$ cat src/rtl/gseq_pkg.sv
package gseq_pkg;

  typedef enum logic [1:0] {
    LV_LOW  = 2'd0,
    LV_MID  = 2'd1,
    LV_HIGH = 2'd2
  } lvl_e;

  typedef enum logic [2:0] {
    ST_OFF   = 3'd0,
    ST_TO_HS = 3'd1,
    ST_HS    = 3'd2,
    ST_TO_LS = 3'd3,
    ST_LS    = 3'd4,
    ST_PARK  = 3'd5
  } seq_st_e;

  // 00 low, 10 high, 01 and 11 mid
  function automatic lvl_e lvl_decode(input logic [1:0] code);
    lvl_e lv;
    case (code)
      2'b00:   lv = LV_LOW;
      2'b10:   lv = LV_HIGH;
      default: lv = LV_MID;
    endcase
    return lv;
  endfunction

endpackage

$ cat src/rtl/gseq_rst_sync.sv
module gseq_rst_sync #(
  parameter int unsigned STAGES = 2
) (
  input  logic clk,
  input  logic rst_n,
  output logic rst_sync_n
);

  logic [STAGES-1:0] sync_q;
  logic [STAGES-1:0] sync_d;

  always_comb begin
    sync_d = {sync_q[STAGES-2:0], 1'b1};
  end

  always_ff @(posedge clk or negedge rst_n) begin
    if (!rst_n) begin
      sync_q <= '0;
    end else begin
      sync_q <= sync_d;
    end
  end

  assign rst_sync_n = sync_q[STAGES-1];

endmodule

$ cat src/rtl/gseq_handover.sv
module gseq_handover #(
  parameter int unsigned DT_MIN = 3,
  parameter int unsigned DT_MAX = 20
) (
  input  logic clk,
  input  logic rst_n,
  input  logic arm,
  input  logic restart,
  input  logic fb_off,
  output logic ready
);

  localparam int unsigned TOP = (DT_MAX > DT_MIN) ? DT_MAX : DT_MIN;
  localparam int unsigned CW  = $clog2(TOP + 2);
  localparam logic [CW-1:0] MIN_C = CW'(DT_MIN);
  localparam logic [CW-1:0] MAX_C = CW'(DT_MAX);

  logic [CW-1:0] settle_q, settle_d;
  logic [CW-1:0] tmo_q, tmo_d;
  logic          cnt_en;

  always_comb begin
    if (restart || !arm) begin
      settle_d = '0;
      tmo_d    = '0;
    end else begin
      tmo_d = (tmo_q >= MAX_C) ? tmo_q : tmo_q + 1'b1;
      if (!fb_off) begin
        settle_d = '0;
      end else begin
        settle_d = (settle_q >= MIN_C) ? settle_q : settle_q + 1'b1;
      end
    end
    cnt_en = arm || (tmo_q != '0) || (settle_q != '0);
  end

  always_ff @(posedge clk or negedge rst_n) begin
    if (!rst_n) begin
      settle_q <= '0;
      tmo_q    <= '0;
    end else if (cnt_en) begin
      settle_q <= settle_d;
      tmo_q    <= tmo_d;
    end
  end

  assign ready = arm && ((fb_off && (settle_q >= MIN_C)) || (tmo_q >= MAX_C));

  AST_TMO_FORCES_MOVE: assert property (@(posedge clk) disable iff (!rst_n)
    (arm && (tmo_q == MAX_C)) |-> restart);

endmodule

$ cat src/rtl/gseq_blanker.sv
module gseq_blanker #(
  parameter int unsigned BLANK_CYC = 35
) (
  input  logic clk,
  input  logic rst_n,
  input  logic arm,
  input  logic zc_flag,
  output logic blank_done,
  output logic zc_hit
);

  localparam int unsigned CW = $clog2(BLANK_CYC + 1);
  localparam logic [CW-1:0] LAST_C = CW'(BLANK_CYC - 1);

  logic [CW-1:0] cnt_q, cnt_d;
  logic          cnt_en;

  always_comb begin
    if (!arm) begin
      cnt_d = '0;
    end else begin
      cnt_d = (cnt_q >= LAST_C) ? cnt_q : cnt_q + 1'b1;
    end
    cnt_en = arm || (cnt_q != '0);
  end

  always_ff @(posedge clk or negedge rst_n) begin
    if (!rst_n) begin
      cnt_q <= '0;
    end else if (cnt_en) begin
      cnt_q <= cnt_d;
    end
  end

  assign blank_done = (cnt_q >= LAST_C);
  assign zc_hit     = arm && blank_done && zc_flag;

endmodule

$ cat src/rtl/buck_gate_seq.sv
module buck_gate_seq
  import gseq_pkg::*;
#(
  parameter int unsigned DT_MIN     = 3,
  parameter int unsigned DT_MAX     = 20,
  parameter int unsigned BLANK_CYC  = 35,
  parameter int unsigned RST_STAGES = 2
) (
  input  logic       clk,
  input  logic       rst_n,
  input  logic [1:0] pwm_code,
  input  logic [1:0] en_code,
  input  logic       supply_ok,
  input  logic       zc_det,
  input  logic       hs_off_fb,
  input  logic       ls_off_fb,
  output logic       hs_gate,
  output logic       ls_gate
);

  logic    rst_int_n;
  lvl_e    pwm_lv, en_lv;
  logic    active;
  seq_st_e state_q, state_d;
  logic    state_en;
  logic    hs_q, hs_d, ls_q, ls_d;
  logic    ho_arm, ho_restart, ho_fb, ho_ready;
  logic    bl_arm, bl_done, zc_hit;

  gseq_rst_sync #(.STAGES(RST_STAGES)) u_rst (
    .clk        (clk),
    .rst_n      (rst_n),
    .rst_sync_n (rst_int_n)
  );

  always_comb begin
    pwm_lv = lvl_decode(pwm_code);
    en_lv  = lvl_decode(en_code);
    active = supply_ok && (en_lv == LV_HIGH);
  end

  always_comb begin
    ho_arm = (state_q == ST_TO_HS) || (state_q == ST_TO_LS);
    ho_fb  = (state_q == ST_TO_HS) ? ls_off_fb : hs_off_fb;
    bl_arm = active && (state_q == ST_LS) && (pwm_lv == LV_MID);
  end

  gseq_handover #(.DT_MIN(DT_MIN), .DT_MAX(DT_MAX)) u_handover (
    .clk     (clk),
    .rst_n   (rst_int_n),
    .arm     (ho_arm),
    .restart (ho_restart),
    .fb_off  (ho_fb),
    .ready   (ho_ready)
  );

  gseq_blanker #(.BLANK_CYC(BLANK_CYC)) u_blanker (
    .clk        (clk),
    .rst_n      (rst_int_n),
    .arm        (bl_arm),
    .zc_flag    (zc_det),
    .blank_done (bl_done),
    .zc_hit     (zc_hit)
  );

  // next-state logic
  always_comb begin
    state_d = state_q;
    if (!active) begin
      state_d = ST_OFF;
    end else if (pwm_lv == LV_HIGH) begin
      case (state_q)
        ST_HS:    state_d = ST_HS;
        ST_TO_HS: state_d = ho_ready ? ST_HS : ST_TO_HS;
        default:  state_d = ST_TO_HS;
      endcase
    end else begin
      case (state_q)
        ST_LS:    state_d = ((pwm_lv == LV_MID) && zc_hit) ? ST_PARK : ST_LS;
        ST_TO_LS: state_d = ho_ready ? ST_LS : ST_TO_LS;
        ST_PARK:  state_d = (pwm_lv == LV_MID) ? ST_PARK : ST_TO_LS;
        default:  state_d = ST_TO_LS;
      endcase
    end
    ho_restart = (state_d != state_q);
    state_en   = ho_restart;
    hs_d       = (state_d == ST_HS);
    ls_d       = (state_d == ST_LS);
  end

  // registers
  always_ff @(posedge clk or negedge rst_int_n) begin
    if (!rst_int_n) begin
      state_q <= ST_OFF;
    end else if (state_en) begin
      state_q <= state_d;
    end
  end

  always_ff @(posedge clk or negedge rst_int_n) begin
    if (!rst_int_n) begin
      hs_q <= 1'b0;
      ls_q <= 1'b0;
    end else begin
      hs_q <= hs_d;
      ls_q <= ls_d;
    end
  end

  assign hs_gate = hs_q;
  assign ls_gate = ls_q;

  AST_NO_OVERLAP: assert property (@(posedge clk) disable iff (!rst_int_n)
    !(hs_q && ls_q));
  AST_SUPPLY_GATE: assert property (@(posedge clk) disable iff (!rst_int_n)
    !supply_ok |=> (!hs_q && !ls_q));
  AST_ENABLE_GATE: assert property (@(posedge clk) disable iff (!rst_int_n)
    (en_lv != LV_HIGH) |=> (!hs_q && !ls_q));
  AST_HS_RISE_GAP: assert property (@(posedge clk) disable iff (!rst_int_n)
    $rose(hs_q) |-> !$past(ls_q));
  AST_LS_RISE_GAP: assert property (@(posedge clk) disable iff (!rst_int_n)
    $rose(ls_q) |-> !$past(hs_q));
  AST_BLANK_HOLD: assert property (@(posedge clk) disable iff (!rst_int_n)
    (bl_arm && !bl_done) |=> ls_q);

endmodule

$ cat config.mk
export PLATFORM = sky130hd
export DESIGN_NAME = buck_gate_seq
export DESIGN_NICKNAME = d
export VERILOG_FILES = /design/src/rtl/gseq_pkg.sv /design/src/rtl/gseq_rst_sync.sv /design/src/rtl/gseq_handover.sv /design/src/rtl/gseq_blanker.sv /design/src/rtl/buck_gate_seq.sv
export SDC_FILE = /design/constraint.sdc
export NUM_CORES = 1
export LEC_CHECK = 0
export BUFFER_PORTS_ARGS = -buffer_cell sky130_fd_sc_hd__buf_2
export CORE_ASPECT_RATIO = 1.75
export CORE_UTILIZATION = 31
export CTS_BUF_LIST = sky130_fd_sc_hd__clkbuf_16
export CTS_CLUSTER_SIZE = 12
export DETAILED_ROUTE_END_ITERATION = 6
export PLACE_DENSITY = 0.54
export SLEW_MARGIN = 20
export SYNTH_ARGS = -nofsm -noshare
export SYNTH_HDL_FRONTEND = slang
export SYNTH_SLANG_ARGS = --single-unit
$ cat constraint.sdc
create_clock -name clk -period 0.8 [get_ports clk]
set_input_delay 0 -clock clk [delete_from_list [all_inputs] [get_ports clk]]
set_output_delay 0 -clock clk [all_outputs]
set_load 0.1 [all_outputs]
Yosys cells after proc, flatten, opt, wreduce, memory -nomap -nowiden:

Cells that the tools add are included.

* reduce and logical (&&, ||, !) cells: 23
* muxes and demuxes: 18
* order comparisons: 3
* div/mod/pow operators: 0
* multiply operators: 0
* bitwise logic cells: 0
* equality and inequality tests: 16
* $add $sub $neg: 3
* shifts and indexed selects: 0

Operator list (count)
* 5-bit two-way mux: 5
* 3-bit two-way mux: 4
* 6-bit two-way mux: 2
* 2-bit one-hot mux with 2 select lines: 3
* 5-bit by 1-bit adder with 5-bit output (second input constant): 2
* 5-bit nonzero test: 2
* 3-bit by 2-bit equality test with 1-bit output (second input constant): 3
* 3-bit equality test (second input constant): 3
* 3-bit one-hot mux with 3 select lines: 1
* 2-bit equality test (second input constant): 4
* 1-bit logical AND: 8
* 6-bit by 1-bit adder with 6-bit output (second input constant): 1
* 6-bit >= comparator (second input constant): 1
* 1-bit logical OR: 6
* 2-bit AND reduction: 3
* 6-bit nonzero test: 1
* 5-bit by 2-bit >= comparator with 1-bit output (second input constant): 1
* 5-bit >= comparator (second input constant): 1
* 2-bit zero test: 2
* 3-bit by 1-bit equality test with 1-bit output (second input constant): 1
* 3-bit inequality test: 1
* 3-bit inequality test (second input constant): 1
* 2-bit by 1-bit equality test with 1-bit output (second input constant): 1
* 1-bit two-way mux: 2
* 4 further kinds: 4

* bits in writable memories: 0
* output and inout port bits: 2
* input port bits: 10
* bits in read-only memories: 0
* memories kept: 0
* logic and storage cells: 70
* bits in registers: 23
* bits in latches: 0

Logic depth before layout (Yosys ltp):

* word-level depth: 17
* mapped depth: 6
* depth with buffers taken out: 6

Cells and area by module:

A second synthesis with hierarchy kept.

* cells, all modules: 146
* area, all modules: 1411.4 µm²

Modules (own cells, without submodules)
* gseq_handover: instances 1, cells each 57, seq. area each 250.2 µm², area each 554.3 µm²
* gseq_blanker: instances 1, cells each 46, seq. area each 150.1 µm², area each 426.7 µm²
* buck_gate_seq: instances 1, cells each 40, seq. area each 125.1 µm², area each 376.6 µm²
* gseq_rst_sync: instances 1, cells each 3, seq. area each 50.0 µm², area each 53.8 µm²

Worst setup path after synthesis:

No wires, ideal clock.

* kind: reg2reg
* start point: register state_q[2]
* end point: register u_handover.settle_q[0]
* arrival time: 1.705 ns
* period minus slack after synthesis: 1.808 ns
* library setup time: 0.103 ns
* path buffers: 1
* stages on the path, launching flop included: 7
* slack: -1.008 ns
* data required time: 0.697 ns
* cell sequence: dfrtp_1 -> buf_2 -> nor3b_4 -> mux2_4 -> a221oi_4 -> a32oi_2 -> o41ai_2

* cells in the longest elaborated chain, start to end: 14
* elaborated cells on any way between the ends: 31
* classes of those cells: 7 x eq/ne; 10 x mux; 14 x reduce/logical

RTL lines
* from (decl): RTL line buck_gate_seq.sv:24 `seq_st_e state_q, state_d;`
* from (signal assigned): RTL line buck_gate_seq.sv:96 `state_q <= state_d;`
* 3-bit equality test: RTL line buck_gate_seq.sv:45, buck_gate_seq.sv:78
* 1-bit logical AND (2 in series): RTL line buck_gate_seq.sv:45 `bl_arm = active && (state_q == ST_LS) && (pwm_lv == LV_MID);`
* 1-bit logical AND (2 in series): RTL line gseq_blanker.sv:36 `assign zc_hit = arm && blank_done && zc_flag;`
* 1-bit logical AND: RTL line buck_gate_seq.sv:79 `ST_LS: state_d = ((pwm_lv == LV_MID) && zc_hit) ? ST_PARK : ST_LS;`
* 1-bit two-way mux: RTL line buck_gate_seq.sv:79
* 3-bit one-hot mux with 3 select lines: RTL line buck_gate_seq.sv:78 `case (state_q)`
* 3-bit two-way mux: RTL line buck_gate_seq.sv:71 `end else if (pwm_lv == LV_HIGH) begin`
* 3-bit two-way mux: RTL line buck_gate_seq.sv:69 `if (!active) begin`
* 3-bit inequality test: RTL line buck_gate_seq.sv:85 `ho_restart = (state_d != state_q);`
* 1-bit logical OR: RTL line gseq_handover.sv:23 `if (restart || !arm) begin`
* 3-bit inequality test (no line)
* 2-bit AND reduction (no line)
* to (signal assigned): RTL line gseq_handover.sv:42 `settle_q <= settle_d;`
* to (decl): RTL line gseq_handover.sv:18 `logic [CW-1:0] settle_q, settle_d;`

Several ways; a longest one is shown, not always the timed one.
A chain may end at the register's enable or synchronous reset.

Worst setup path after layout:

* start point: register u_blanker.cnt_q[2]
* end point: register ls_q, in the netlist ls_gate

* cells in the longest elaborated chain, start to end: 9

RTL lines
* from (decl): RTL line gseq_blanker.sv:15 `logic [CW-1:0] cnt_q, cnt_d;`
* from (signal assigned): RTL line gseq_blanker.sv:31 `cnt_q <= cnt_d;`
* 6-bit >= comparator: RTL line gseq_blanker.sv:35 `assign blank_done = (cnt_q >= LAST_C);`
* 1-bit logical AND (2 in series): RTL line gseq_blanker.sv:36
* 1-bit logical AND: RTL line buck_gate_seq.sv:79
* 1-bit two-way mux: RTL line buck_gate_seq.sv:79
* 3-bit one-hot mux with 3 select lines: RTL line buck_gate_seq.sv:78
* 3-bit two-way mux: RTL line buck_gate_seq.sv:71
* 3-bit two-way mux: RTL line buck_gate_seq.sv:69
* 3-bit equality test: RTL line buck_gate_seq.sv:88 `ls_d = (state_d == ST_LS);`
* named net ls_d: RTL line buck_gate_seq.sv:26 `logic hs_q, hs_d, ls_q, ls_d;`
* to (signal assigned): RTL line buck_gate_seq.sv:106 `ls_q <= ls_d;`
* to (decl): RTL line buck_gate_seq.sv:26

The timed path passes the listed nets, and every way through them passes these cells.

==> results.txt <==
Clock power share: 43.2%
Die area: 4490 um^2
Final setup fails: 20
Largest net degree at the start of global routing: 22
Ys Warns: 0
Initial antenna violation count: 0
Synth Register Bits: 23
Register-to-Register Path Depth: 5
WP data required: 1.00 ns
Mapped Avg Cell Area: 9.91 um^2
Post-Route WL: 3.61 mm
Drt initial violations: 20
Setup crit end kind: register
Starting Density: 33.2%
WP data arrival: 2.00 ns
PD cells: 1230 nW/um^2
Sw power: 0.581 mW
TritonCTS buffer count: 3
CP Launch Type: register
Cell Area, Synth: 1310 um^2
Placed Cells: 239
Top Ports: 12
Yosys top cell area share: 44.0%
Antenna diodes: 0
Top cells by count, synth: 23 x dfrtp_1, 14 x nand2_1, 11 x nor2_1, 9 x inv_1, 9 x nand3_1
Worst Path Max Fanout: 4
Die X: 51.1 um
Number of synthesized flops with an enable pin: 0
R2r setup slk: -1.00 ns
LEAKAGE: 0.934 nW
Achievable Freq: 554 MHz
Critical path type: register to register
# rows: 30
Max-cap violations: 0
Switching part of the total: 22.7%
Share of cells above drive strength 1: 49.0%
Worst-path clk slew: 0.06 ns
Sink Count: 23
Logic pwr share: 10.2%
Multi-input gate area: 827 um^2
Status: complete, but fails checks
Crit path launch: u_blanker.cnt_q[2]$_DFFE_PN0P_
RSZ-0062 raised after global routing: yes
Clk_lat worst skew: 0.26 ns
Flop pwr share: 46.6%
H-tree depth: 1
Core area: 3940 um^2
Routed wire per std cell: 14.4 um
Final worst slack: -1.00 ns
Total grt overflow: 0
Min-delay worst type: input port to async pin
Die H: 87.9 um
Global Route Usage Sum: 18.5%
Ys async rst share: 100%
Minimum clock period: 1.80 ns
Count leader, synth: dfrtp_1
Final period util: 226%
Violated checks: negative setup slack
Ranking of synthesized cells by area: dfrtp_1 44%, ha_1 6.7%, nand2_1 4.0%
Total number of vias: 1237
IO buf count: 11
Vias/cell: 4.95
Post-Layout Cell Count: 250
CP max stage cell: or3_4
GPL Wtd Cong: 0.848
Syn-to-layout area delta: 59.4%
Critical path, cell by cell: or3_4 > o31ai_4 > nor2_2 > a221oi_4 > o21a_1
Root Buffer: clkbuf_16
CTS Buffer Depth: 2
CTS tree: done
Skew final: 0.00365 ns
Final slew viol count: 0
Int Power: 1.98 mW
Seq/Total Area, Yosys: 44.0%
DRT antenna net count: 0
TritonRoute pass-1 iters: 4
Synth area leader: dfrtp_1
# DRC: 0
Final Core Density: 52.9%
Worst Setup EP: ls_gate$_DFF_PN0_
Launch point of the worst reg-to-reg path: u_blanker.cnt_q[2]$_DFFE_PN0P_
First-pass GRT wire length: 5.95 mm
Maximum vdd ir drop: 966 uV
Sequential Area: 578 um^2
Mapped Cells: 132
Vias in the first global route: 1347
Total Power: 2.56 mW
DP HPWL: 2.66 mm
FF-to-FF End: ls_gate$_DFF_PN0_
Post-synth cell types: 39
Fill cells: 362
Fin nets: 220
Slowest stage delay, CP: 0.42 ns
Ys flop type: dfrtp_1
Hold Violations, Final: 0
## area by class of cell
type	instances	area share [%]
inverters	9	1.62
well taps	48	2.88
multi-input cells	101	39.7
clock buffers	3	3.60
flip-flops and latches	23	27.7
clock inverters	1	0.240
repair buffers	65	24.2
## power by group through the flow
stage	sequential [mW]	combinational (mW)	clock, mW
3_3_place_gp	1.21	0.227	0
2_1_floorplan	1.23	0.0807	0
3_5_place_dp	1.21	0.231	0
4_1_cts	1.19	0.257	1.12
5_1_grt	1.19	0.286	1.18
6_report	1.19	0.262	1.11
## sequential cells by signal, summed over array words and instances (netlist names)
name                 cells
u_handover.tmo_q         5
u_handover.settle_q      5
u_blanker.cnt_q          6
hs_gate                  1
state_q                  3
ls_gate                  1
u_rst.sync_q             2
## layer usage
metal  GRT usage (%)  vias up  wire length (um)
li1                -      599                 -
met1            17.9      604              1360
met2            36.5       24              2060
met3            2.78       10                74
met4            8.84        0               116
met5               0        -                 0
## cell families (layout without fill, tap and decap cells)
kind of cell,after synthesis,in the layout,share of synthesized area [%]
adders and majority gates,7,7,6.70
xor gates and xnor gates,3,3,2.01
AOI/OAI and AO/OA,29,29,18.5
DFF,23,23,44.0
and+or+nand+nor,55,55,22.3
muxes,3,3,2.97
other,2,4,0.574
buffers and inverters,10,78,2.97
## worst min path at each step
stage                                     end  slack (ns)  cells after the start
detailed placement  u_rst.sync_q[1]$_DFF_PN0_       -0.21                      1
floorplan           u_rst.sync_q[0]$_DFF_PN0_       -0.30                      0
global route        u_rst.sync_q[1]$_DFF_PN0_        0.05                      2
finish              u_rst.sync_q[0]$_DFF_PN0_        0.05                      2
CTS                    state_q[0]$_DFFE_PN0P_        0.03                      3
global placement    u_rst.sync_q[1]$_DFF_PN0_       -0.22                      1
## cell usage in the layout (no fill, tap or decap), drive strengths merged, types with 3 or more instances in the layout
cell     n
dfrtp   23
nor2    11
o21ai    8
ha       7
a21oi    5
nand2   14
buf     64
clkbuf   3
a221oi   3
conb     4
nand3    9
o31ai    6
inv      9
nor3     5
## per-stage QoR
stage	worst slack [ns]	TNS, ns	hold WS, ns	area [um^2]
2_1_floorplan	-0.930	-13.57	-0.296	1350
3_3_place_gp	-0.926	-14.95	-0.216	1850
3_5_place_dp	-0.972	-15.61	-0.214	1850
4_1_cts	-0.966	-15.17	0.0333	2050
5_1_grt	-1.05	-17.14	0.0513	2080
6_report	-1.00	-15.74	0.0522	2080
## worst max-delay path, delay by kind of cell, from the launching register on
family	cells	cell delay [ns]
flip-flops	1	0.38
AND/OR/NAND/NOR	2	0.51
AO/OA/AOI/OAI	3	0.86
## timing repair
item / CTS / global route
hold endpoints to repair: 2 / 0
pin swaps: 6 / 8
buffers inserted: 5 / 3
gates resized for setup: 20 / 4
hold buffers: 1 / 0
setup endpoints to repair: 20 / 20
(Power assumes the default switching activity.)
